`config.mk`:
```
export PLATFORM = sky130hd
export DESIGN_NAME = chan_ctl_regs
export DESIGN_NICKNAME = d
export VERILOG_FILES = /design/src/rtl/chan_ctl_pkg.sv /design/src/rtl/chan_ctl_status.sv /design/src/rtl/chan_ctl_cmdptr.sv /design/src/rtl/chan_ctl_selregs.sv /design/src/rtl/chan_ctl_regs.sv
export SDC_FILE = /design/constraint.sdc
export NUM_CORES = 1
export LEC_CHECK = 0
export BUFFER_PORTS_ARGS = -buffer_cell sky130_fd_sc_hd__buf_2
export CAP_MARGIN = 0
export CORE_ASPECT_RATIO = 0.7
export CORE_UTILIZATION = 45
export DETAILED_ROUTE_END_ITERATION = 6
export HOLD_SLACK_MARGIN = 0.1
export PLACE_DENSITY = 0.75
export SYNTH_ARGS = -nofsm -noshare
export SYNTH_HDL_FRONTEND = slang
export SYNTH_SLANG_ARGS = --single-unit
```
`constraint.sdc`:
```
create_clock -name clk -period 3.4 [get_ports clk]
set_input_delay 0.68 -clock clk [delete_from_list [all_inputs] [get_ports clk]]
set_output_delay 0.68 -clock clk [all_outputs]
set_load 0.05 [all_outputs]
```
`src/rtl/chan_ctl_pkg.sv`:
```
package chan_ctl_pkg;
    localparam int unsigned WORD_W = 32;
    localparam int unsigned ADDR_W = 4;
    localparam int unsigned MASK_SH = 16;

    // status bit positions
    localparam int unsigned B_RUN    = 15;
    localparam int unsigned B_PAUSE  = 14;
    localparam int unsigned B_FLUSH  = 13;
    localparam int unsigned B_WAKE   = 12;
    localparam int unsigned B_DEAD   = 11;
    localparam int unsigned B_ACTIVE = 10;
    localparam int unsigned B_BT     = 8;

    // register word indices
    localparam logic [ADDR_W-1:0] RI_CTRL    = 4'd0;
    localparam logic [ADDR_W-1:0] RI_STAT    = 4'd1;
    localparam logic [ADDR_W-1:0] RI_PTR_HI  = 4'd2;
    localparam logic [ADDR_W-1:0] RI_PTR_LO  = 4'd3;
    localparam logic [ADDR_W-1:0] RI_SEL_0   = 4'd4;
    localparam int unsigned       NUM_SEL    = 3;

    typedef struct packed {
        logic run;
        logic pause;
        logic flush;
        logic wake;
    } chan_req_t;
endpackage

```
`src/rtl/chan_ctl_status.sv`:
```
module chan_ctl_status
    import chan_ctl_pkg::*;
(
    input  logic      clk,
    input  logic      rst_n,
    input  logic      ctl_wr,
    input  logic [3:0] ctl_mask,   // enables for run, pause, flush, wake
    input  logic [3:0] ctl_val,
    input  logic      flush_ack,
    input  logic      wake_ack,
    output chan_req_t req_q
);
    chan_req_t req_nxt;
    logic      flush_set;
    logic      wake_set;

    assign flush_set = ctl_wr && ctl_mask[1] && ctl_val[1];
    assign wake_set  = ctl_wr && ctl_mask[0] && ctl_val[0];

    always_comb begin
        req_nxt = req_q;
        if (ctl_wr) begin
            if (ctl_mask[3]) req_nxt.run   = ctl_val[3];
            if (ctl_mask[2]) req_nxt.pause = ctl_val[2];
            if (ctl_mask[1]) req_nxt.flush = ctl_val[1];
            if (ctl_mask[0]) req_nxt.wake  = ctl_val[0];
        end
        if (flush_ack && !flush_set) req_nxt.flush = 1'b0;
        if (wake_ack && !wake_set)   req_nxt.wake  = 1'b0;
    end

    always_ff @(posedge clk or negedge rst_n) begin
        if (!rst_n) req_q <= '0;
        else        req_q <= req_nxt;
    end


    zero_mask_hold_chk: assert property (@(posedge clk) disable iff (!rst_n)
        ((!ctl_wr || ctl_mask == 4'b0) && !flush_ack && !wake_ack) |=> $stable(req_q));


    run_masked_set_chk: assert property (@(posedge clk) disable iff (!rst_n)
        (ctl_wr && ctl_mask[3]) |=> (req_q.run == $past(ctl_val[3])));


    flush_ack_clear_chk: assert property (@(posedge clk) disable iff (!rst_n)
        (flush_ack && !(ctl_wr && ctl_mask[1] && ctl_val[1])) |=> !req_q.flush);


    wake_write_wins_chk: assert property (@(posedge clk) disable iff (!rst_n)
        (ctl_wr && ctl_mask[0] && ctl_val[0]) |=> req_q.wake);
endmodule

```
`src/rtl/chan_ctl_cmdptr.sv`:
```
module chan_ctl_cmdptr
    import chan_ctl_pkg::*;
#(
    parameter int unsigned PTR_ALIGN = 4
) (
    input  logic                       clk,
    input  logic                       rst_n,
    input  logic                       run,
    input  logic                       hi_wr,
    input  logic                       lo_wr,
    input  logic [WORD_W-1:0]          hi_data,
    input  logic [WORD_W-1:PTR_ALIGN]  lo_data,
    input  logic                       eng_ld,
    input  logic [WORD_W-1:PTR_ALIGN]  eng_idx,
    output logic [WORD_W-1:0]          ptr_hi,
    output logic [WORD_W-1:PTR_ALIGN]  ptr_idx
);
    always_ff @(posedge clk or negedge rst_n) begin
        if (!rst_n) begin
            ptr_hi  <= '0;
            ptr_idx <= '0;
        end else begin
            if (hi_wr && !run) ptr_hi <= hi_data;
            if (eng_ld)                 ptr_idx <= eng_idx;
            else if (lo_wr && !run)     ptr_idx <= lo_data;
        end
    end


    ptr_lo_locked_chk: assert property (@(posedge clk) disable iff (!rst_n)
        (run && !eng_ld) |=> $stable(ptr_idx));


    ptr_hi_locked_chk: assert property (@(posedge clk) disable iff (!rst_n)
        run |=> $stable(ptr_hi));


    eng_load_wins_chk: assert property (@(posedge clk) disable iff (!rst_n)
        eng_ld |=> (ptr_idx == $past(eng_idx)));
endmodule

```
`src/rtl/chan_ctl_selregs.sv`:
```
module chan_ctl_selregs
    import chan_ctl_pkg::*;
(
    input  logic                           clk,
    input  logic                           rst_n,
    input  logic [NUM_SEL-1:0]             wr_en,
    input  logic [WORD_W-1:0]              wdata,
    output logic [NUM_SEL-1:0][WORD_W-1:0] sel_q
);
    for (genvar g = 0; g < NUM_SEL; g++) begin : g_sel
        always_ff @(posedge clk or negedge rst_n) begin
            if (!rst_n)       sel_q[g] <= '0;
            else if (wr_en[g]) sel_q[g] <= wdata;
        end


        sel_hold_chk: assert property (@(posedge clk) disable iff (!rst_n)
            !wr_en[g] |=> $stable(sel_q[g]));


        sel_load_chk: assert property (@(posedge clk) disable iff (!rst_n)
            wr_en[g] |=> (sel_q[g] == $past(wdata)));
    end
endmodule

```
`src/rtl/chan_ctl_regs.sv`:
```
module chan_ctl_regs
    import chan_ctl_pkg::*;
#(
    parameter int unsigned DEV_W     = 8,
    parameter int unsigned PTR_ALIGN = 4
) (
    input  logic                      clk,
    input  logic                      rst_n,
    input  logic                      bus_wen,
    input  logic [3:0]                bus_addr,
    input  logic [31:0]               bus_wdata,
    output logic [31:0]               bus_rdata,
    input  logic                      eng_active,
    input  logic                      eng_dead,
    input  logic                      eng_bt,
    input  logic [DEV_W-1:0]          eng_dev_stat,
    input  logic                      eng_flush_ack,
    input  logic                      eng_wake_ack,
    input  logic                      eng_ptr_ld,
    input  logic [31-PTR_ALIGN:0]     eng_ptr_idx,
    output logic                      req_run,
    output logic                      req_pause,
    output logic                      req_flush,
    output logic                      req_wake,
    output logic [63:0]               cmd_ptr,
    output logic [31:0]               intr_sel,
    output logic [31:0]               br_sel,
    output logic [31:0]               wait_sel
);
    chan_req_t                      req;
    logic [WORD_W-1:0]              ptr_hi;
    logic [WORD_W-1:PTR_ALIGN]      ptr_idx;
    logic [WORD_W-1:0]              ptr_lo_word;
    logic [NUM_SEL-1:0]             sel_wr;
    logic [NUM_SEL-1:0][WORD_W-1:0] sel_q;
    logic [WORD_W-1:0]              stat_word;
    logic                           ctl_wr;

    assign ctl_wr = bus_wen && (bus_addr == RI_CTRL);

    chan_ctl_status u_status (
        .clk       (clk),
        .rst_n     (rst_n),
        .ctl_wr    (ctl_wr),
        .ctl_mask  (bus_wdata[MASK_SH+B_RUN:MASK_SH+B_WAKE]),
        .ctl_val   (bus_wdata[B_RUN:B_WAKE]),
        .flush_ack (eng_flush_ack),
        .wake_ack  (eng_wake_ack),
        .req_q     (req)
    );

    chan_ctl_cmdptr #(.PTR_ALIGN(PTR_ALIGN)) u_cmdptr (
        .clk     (clk),
        .rst_n   (rst_n),
        .run     (req.run),
        .hi_wr   (bus_wen && (bus_addr == RI_PTR_HI)),
        .lo_wr   (bus_wen && (bus_addr == RI_PTR_LO)),
        .hi_data (bus_wdata),
        .lo_data (bus_wdata[WORD_W-1:PTR_ALIGN]),
        .eng_ld  (eng_ptr_ld),
        .eng_idx (eng_ptr_idx),
        .ptr_hi  (ptr_hi),
        .ptr_idx (ptr_idx)
    );

    for (genvar g = 0; g < NUM_SEL; g++) begin : g_sel_dec
        assign sel_wr[g] = bus_wen && (bus_addr == RI_SEL_0 + ADDR_W'(g));
    end

    chan_ctl_selregs u_sel (
        .clk   (clk),
        .rst_n (rst_n),
        .wr_en (sel_wr),
        .wdata (bus_wdata),
        .sel_q (sel_q)
    );

    assign ptr_lo_word = {ptr_idx, {PTR_ALIGN{1'b0}}};

    always_comb begin
        stat_word               = '0;
        stat_word[B_RUN]        = req.run;
        stat_word[B_PAUSE]      = req.pause;
        stat_word[B_FLUSH]      = req.flush;
        stat_word[B_WAKE]       = req.wake;
        stat_word[B_DEAD]       = eng_dead;
        stat_word[B_ACTIVE]     = eng_active;
        stat_word[B_BT]         = eng_bt;
        stat_word[DEV_W-1:0]    = eng_dev_stat;
    end

    always_comb begin
        unique case (bus_addr)
            RI_STAT:         bus_rdata = stat_word;
            RI_PTR_HI:       bus_rdata = ptr_hi;
            RI_PTR_LO:       bus_rdata = ptr_lo_word;
            RI_SEL_0:        bus_rdata = sel_q[0];
            RI_SEL_0 + 4'd1: bus_rdata = sel_q[1];
            RI_SEL_0 + 4'd2: bus_rdata = sel_q[2];
            default:         bus_rdata = '0;
        endcase
    end

    assign req_run   = req.run;
    assign req_pause = req.pause;
    assign req_flush = req.flush;
    assign req_wake  = req.wake;
    assign cmd_ptr   = {ptr_hi, ptr_lo_word};
    assign intr_sel  = sel_q[0];
    assign br_sel    = sel_q[1];
    assign wait_sel  = sel_q[2];


    stat_hw_bits_chk: assert property (@(posedge clk) disable iff (!rst_n)
        (bus_addr == RI_STAT) |-> (bus_rdata[B_ACTIVE] == eng_active &&
                                    bus_rdata[B_DEAD] == eng_dead &&
                                    bus_rdata[B_BT] == eng_bt));


    stop_clears_chk: assert property (@(posedge clk) disable iff (!rst_n)
        (bus_wen && bus_addr == RI_CTRL && bus_wdata[31] && bus_wdata[29] &&
         !bus_wdata[15] && !bus_wdata[13]) |=> (!req_run && !req_flush));
endmodule

```
==> results.py <==
metrics = {
    "run_status": {
        "outcome": "complete, no violations",
    },
    "drt": {
        "drc": 0,
        "num_vias": 6851,
        "ant_nets": 0,
        "drt_iter0_drc": 382,
        "firstDrtPassIters": 5,
        "wl_um": 27100,
        "via_per_inst": 5.88,
        "avgRoutedWirePerCell_um": 23.3,
    },
    "min_path": {
        "hold_class": "in -> async",
    },
    "pwr": {
        "peakVddDrop_mv": 0.365,
        "p_per_area_nw_per_um2": 732,
        "power_leakage_nw": 4.81,
        "finalPower_mw": 7.46,
    },
    "timing": {
        "setup_violations": 0,
        "finalHoldViolations": 0,
        "clock.fmax_mhz": 318,
        "fin_tns_setup_ns": 0,
        "period_needed_ns": 3.15,
        "clock_skew_ns": 0.00735,
        "finalMaxSlewViolations": 0,
        "slew_headroom_pct": 30.9,
        "fin_crit_sh_pct": 92.5,
        "rsz0062_at_grt": "false",
        "worst_pin_slew_ns": 1.04,
    },
    "setup_path": {
        "arrival_ns": 2.47,
        "endpoint_kind": "primary output",
        "start_kind": "input pin",
        "path_max_fanout": 22,
        "worstPathRequired_ns": 2.72,
        "critical_path_class": "in -> out",
    },
    "floorplan": {
        "die_h_um": 113,
        "rows": 40,
        "die_x_um": 160,
        "core-area_sq_um": 17100,
        "die-area_sq_um": 18000,
        "start_util_pct": 46.0,
        "num_io_pins": 277,
    },
    "synthesis": {
        "yosys_warnings": 0,
        "yosysUniqueCellTypes": 40,
        "synth_edf_count": 0,
        "yosysTopAreaCell": "dfrtp_1",
        "avgSynthCellArea_sq_um": 12.0,
        "seq_area_frac_synth_pct": 50.9,
        "synth_area_leaders": "dfrtp_1, mux2_2, mux2_1",
        "synthCells": 657,
        "syn-cell-area_sq_um": 7870,
        "synth_flop_cell": "dfrtp_1",
        "netlist.area_leader.share_pct": 50.9,
        "synthArstFlopShare_pct": 100,
        "synth_seq_cells": 160,
    },
    "run": {
        "cap_violations": 0,
    },
    "cts": {
        "h-tree-depth": 4,
        "cts_tree": "built",
        "cts_hold_buf": 0,
        "path_clk_slew_ns": 0.06,
        "cts_buffer_depth": 2,
        "post_cts_buffers": 0,
        "postCtsResizedCells": 0,
        "clkSinkCount": 160,
        "clk_latency_ns": 0.42,
        "cts-root-buf": "clkbuf_16",
        "numCtsBuffers": 17,
    },
    "global_route": {
        "grt_pass1_wl_um": 41300,
        "antenna_found_initial": 3,
        "grt_max_degree": 72,
        "grt_overflow_total": 0,
        "grt_pass1_vias": 6724,
        "track_usage_pct": 30.7,
    },
    "finish": {
        "layout_commonest_cell": "buf_2",
        "drive_above_1_share_pct": 47.9,
        "nets": 1002,
        "layout.cells.non_filler": 1165,
        "multi_input_area_sq_um": 3650,
        "nFillCells": 1462,
        "regArea_sq_um": 4000,
        "area_growth_syn_to_layout_pct": 29.6,
        "final_cell_mix": "buf_2, dfrtp_1, mux2_2",
    },
    "placement": {
        "port-buffer-count": 272,
        "placed_cells_incl_taps": 1133,
        "gp_congestion": 0.858,
        "dp_hpwl_um": 18800,
    },
}
-- power breakdown --
part / internal [mW] / switching, mW / leakage [nW]
sequential: 2.30 / 0.348 / 1.94
clock: 1.19 / 0.766 / 0.287
combinational: 0.732 / 2.13 / 2.59
total: 4.22 / 3.24 / 4.81
-- per-stage QoR --
step	hold slack (ns)	util [%]	area, sq um	setup slack [ns]
6_report	0.259	59.6	10200	0.254
5_1_grt	0.294	59.6	10200	0.0786
4_1_cts	0.270	59.6	10200	0.266
3_5_place_dp	0.504	56.1	9600	0.280
3_3_place_gp	0.501	56.1	9600	0.323
2_1_floorplan	0.384	-	7880	0.0711
-- Yosys cell counts, types with 5 or more instances --
cell type    n
buf_2       27
o21ai_0     36
a221o_1      9
nand3b_1    19
dfrtp_1    160
nor2b_1     35
mux2_2     106
o22a_1      10
a22o_1      10
a32oi_1      9
a22oi_1     16
o211ai_1     5
mux2i_1     25
clkbuf_1    25
a21oi_1     36
a31oi_1     30
mux2_1      32
nor2_1       5
nand2_1     13
nand2b_1     5
-- routing by layer --
| metal | track usage, % | wire length [um] | vias up |
|---|---|---|---|
| met5 | 0 | 10 | - |
| met4 | 9.78 | 565 | 2 |
| met3 | 9.16 | 2490 | 42 |
| met2 | 47.9 | 12400 | 369 |
| met1 | 41.2 | 11700 | 3437 |
| li1 | - | - | 3001 |
-- final timing paths --
kind | startpoint | endpoint | slack (ns) | cells past startpoint
setup / recovery | bus_addr[2] | bus_rdata[9] | 0.25 | 7
min in group clk | eng_ptr_idx[9] | u_cmdptr.ptr_idx[13]$_DFFE_PN0P_ | 0.50 | 3
hold / removal | rst_n | u_sel.sel_q[30]$_DFFE_PN0P_ | 0.26 | 1
max in group asynchronous | rst_n | u_sel.sel_q[47]$_DFFE_PN0P_ | 2.34 | 2
setup reg to reg | u_status.req_q[3]$_DFFE_PN0P_ | u_cmdptr.ptr_hi[31]$_DFFE_PN0P_ | 1.34 | 3
hold reg to reg | u_sel.sel_q[4]$_DFFE_PN0P_ | u_sel.sel_q[4]$_DFFE_PN0P_ | 0.52 | 1
-- cells by family (layout without fill, tap and decap cells) --
logic type      count (synthesis)  count (layout)  synth area share [%]
compound gates                172             172                  14.4
simple gates                  101             101                  8.31
other cells                     1               5                0.0476
flops                         160             160                  50.9
buf+inv                        60             333                  3.48
mux                           163             163                  22.9
-- registers in the layout, indices dropped and copies added (netlist names) --
name and cells:
u_cmdptr.ptr_idx 28, u_sel.sel_q 96, u_status.req_q 4, u_cmdptr.ptr_hi 32
-- worst max-delay path: stages --
cell,delay [ns]
buf_2,0.25
buf_4,0.31
and4bb_2,0.54
buf_4,0.24
nand2_1,0.06
o21ai_0,0.07
buf_2,0.28
-- layout make-up --
type / count / share of cell area (%)
well taps: 231 / 2.83
flip-flops and latches: 160 / 39.2
clock buffers: 22 / 4.55
clock inverters: 9 / 1.30
repair buffers: 302 / 16.2
multi-input cells: 440 / 35.8
diodes: 1 / 0.0245
Note: power is estimated with default switching activity, not from simulation.
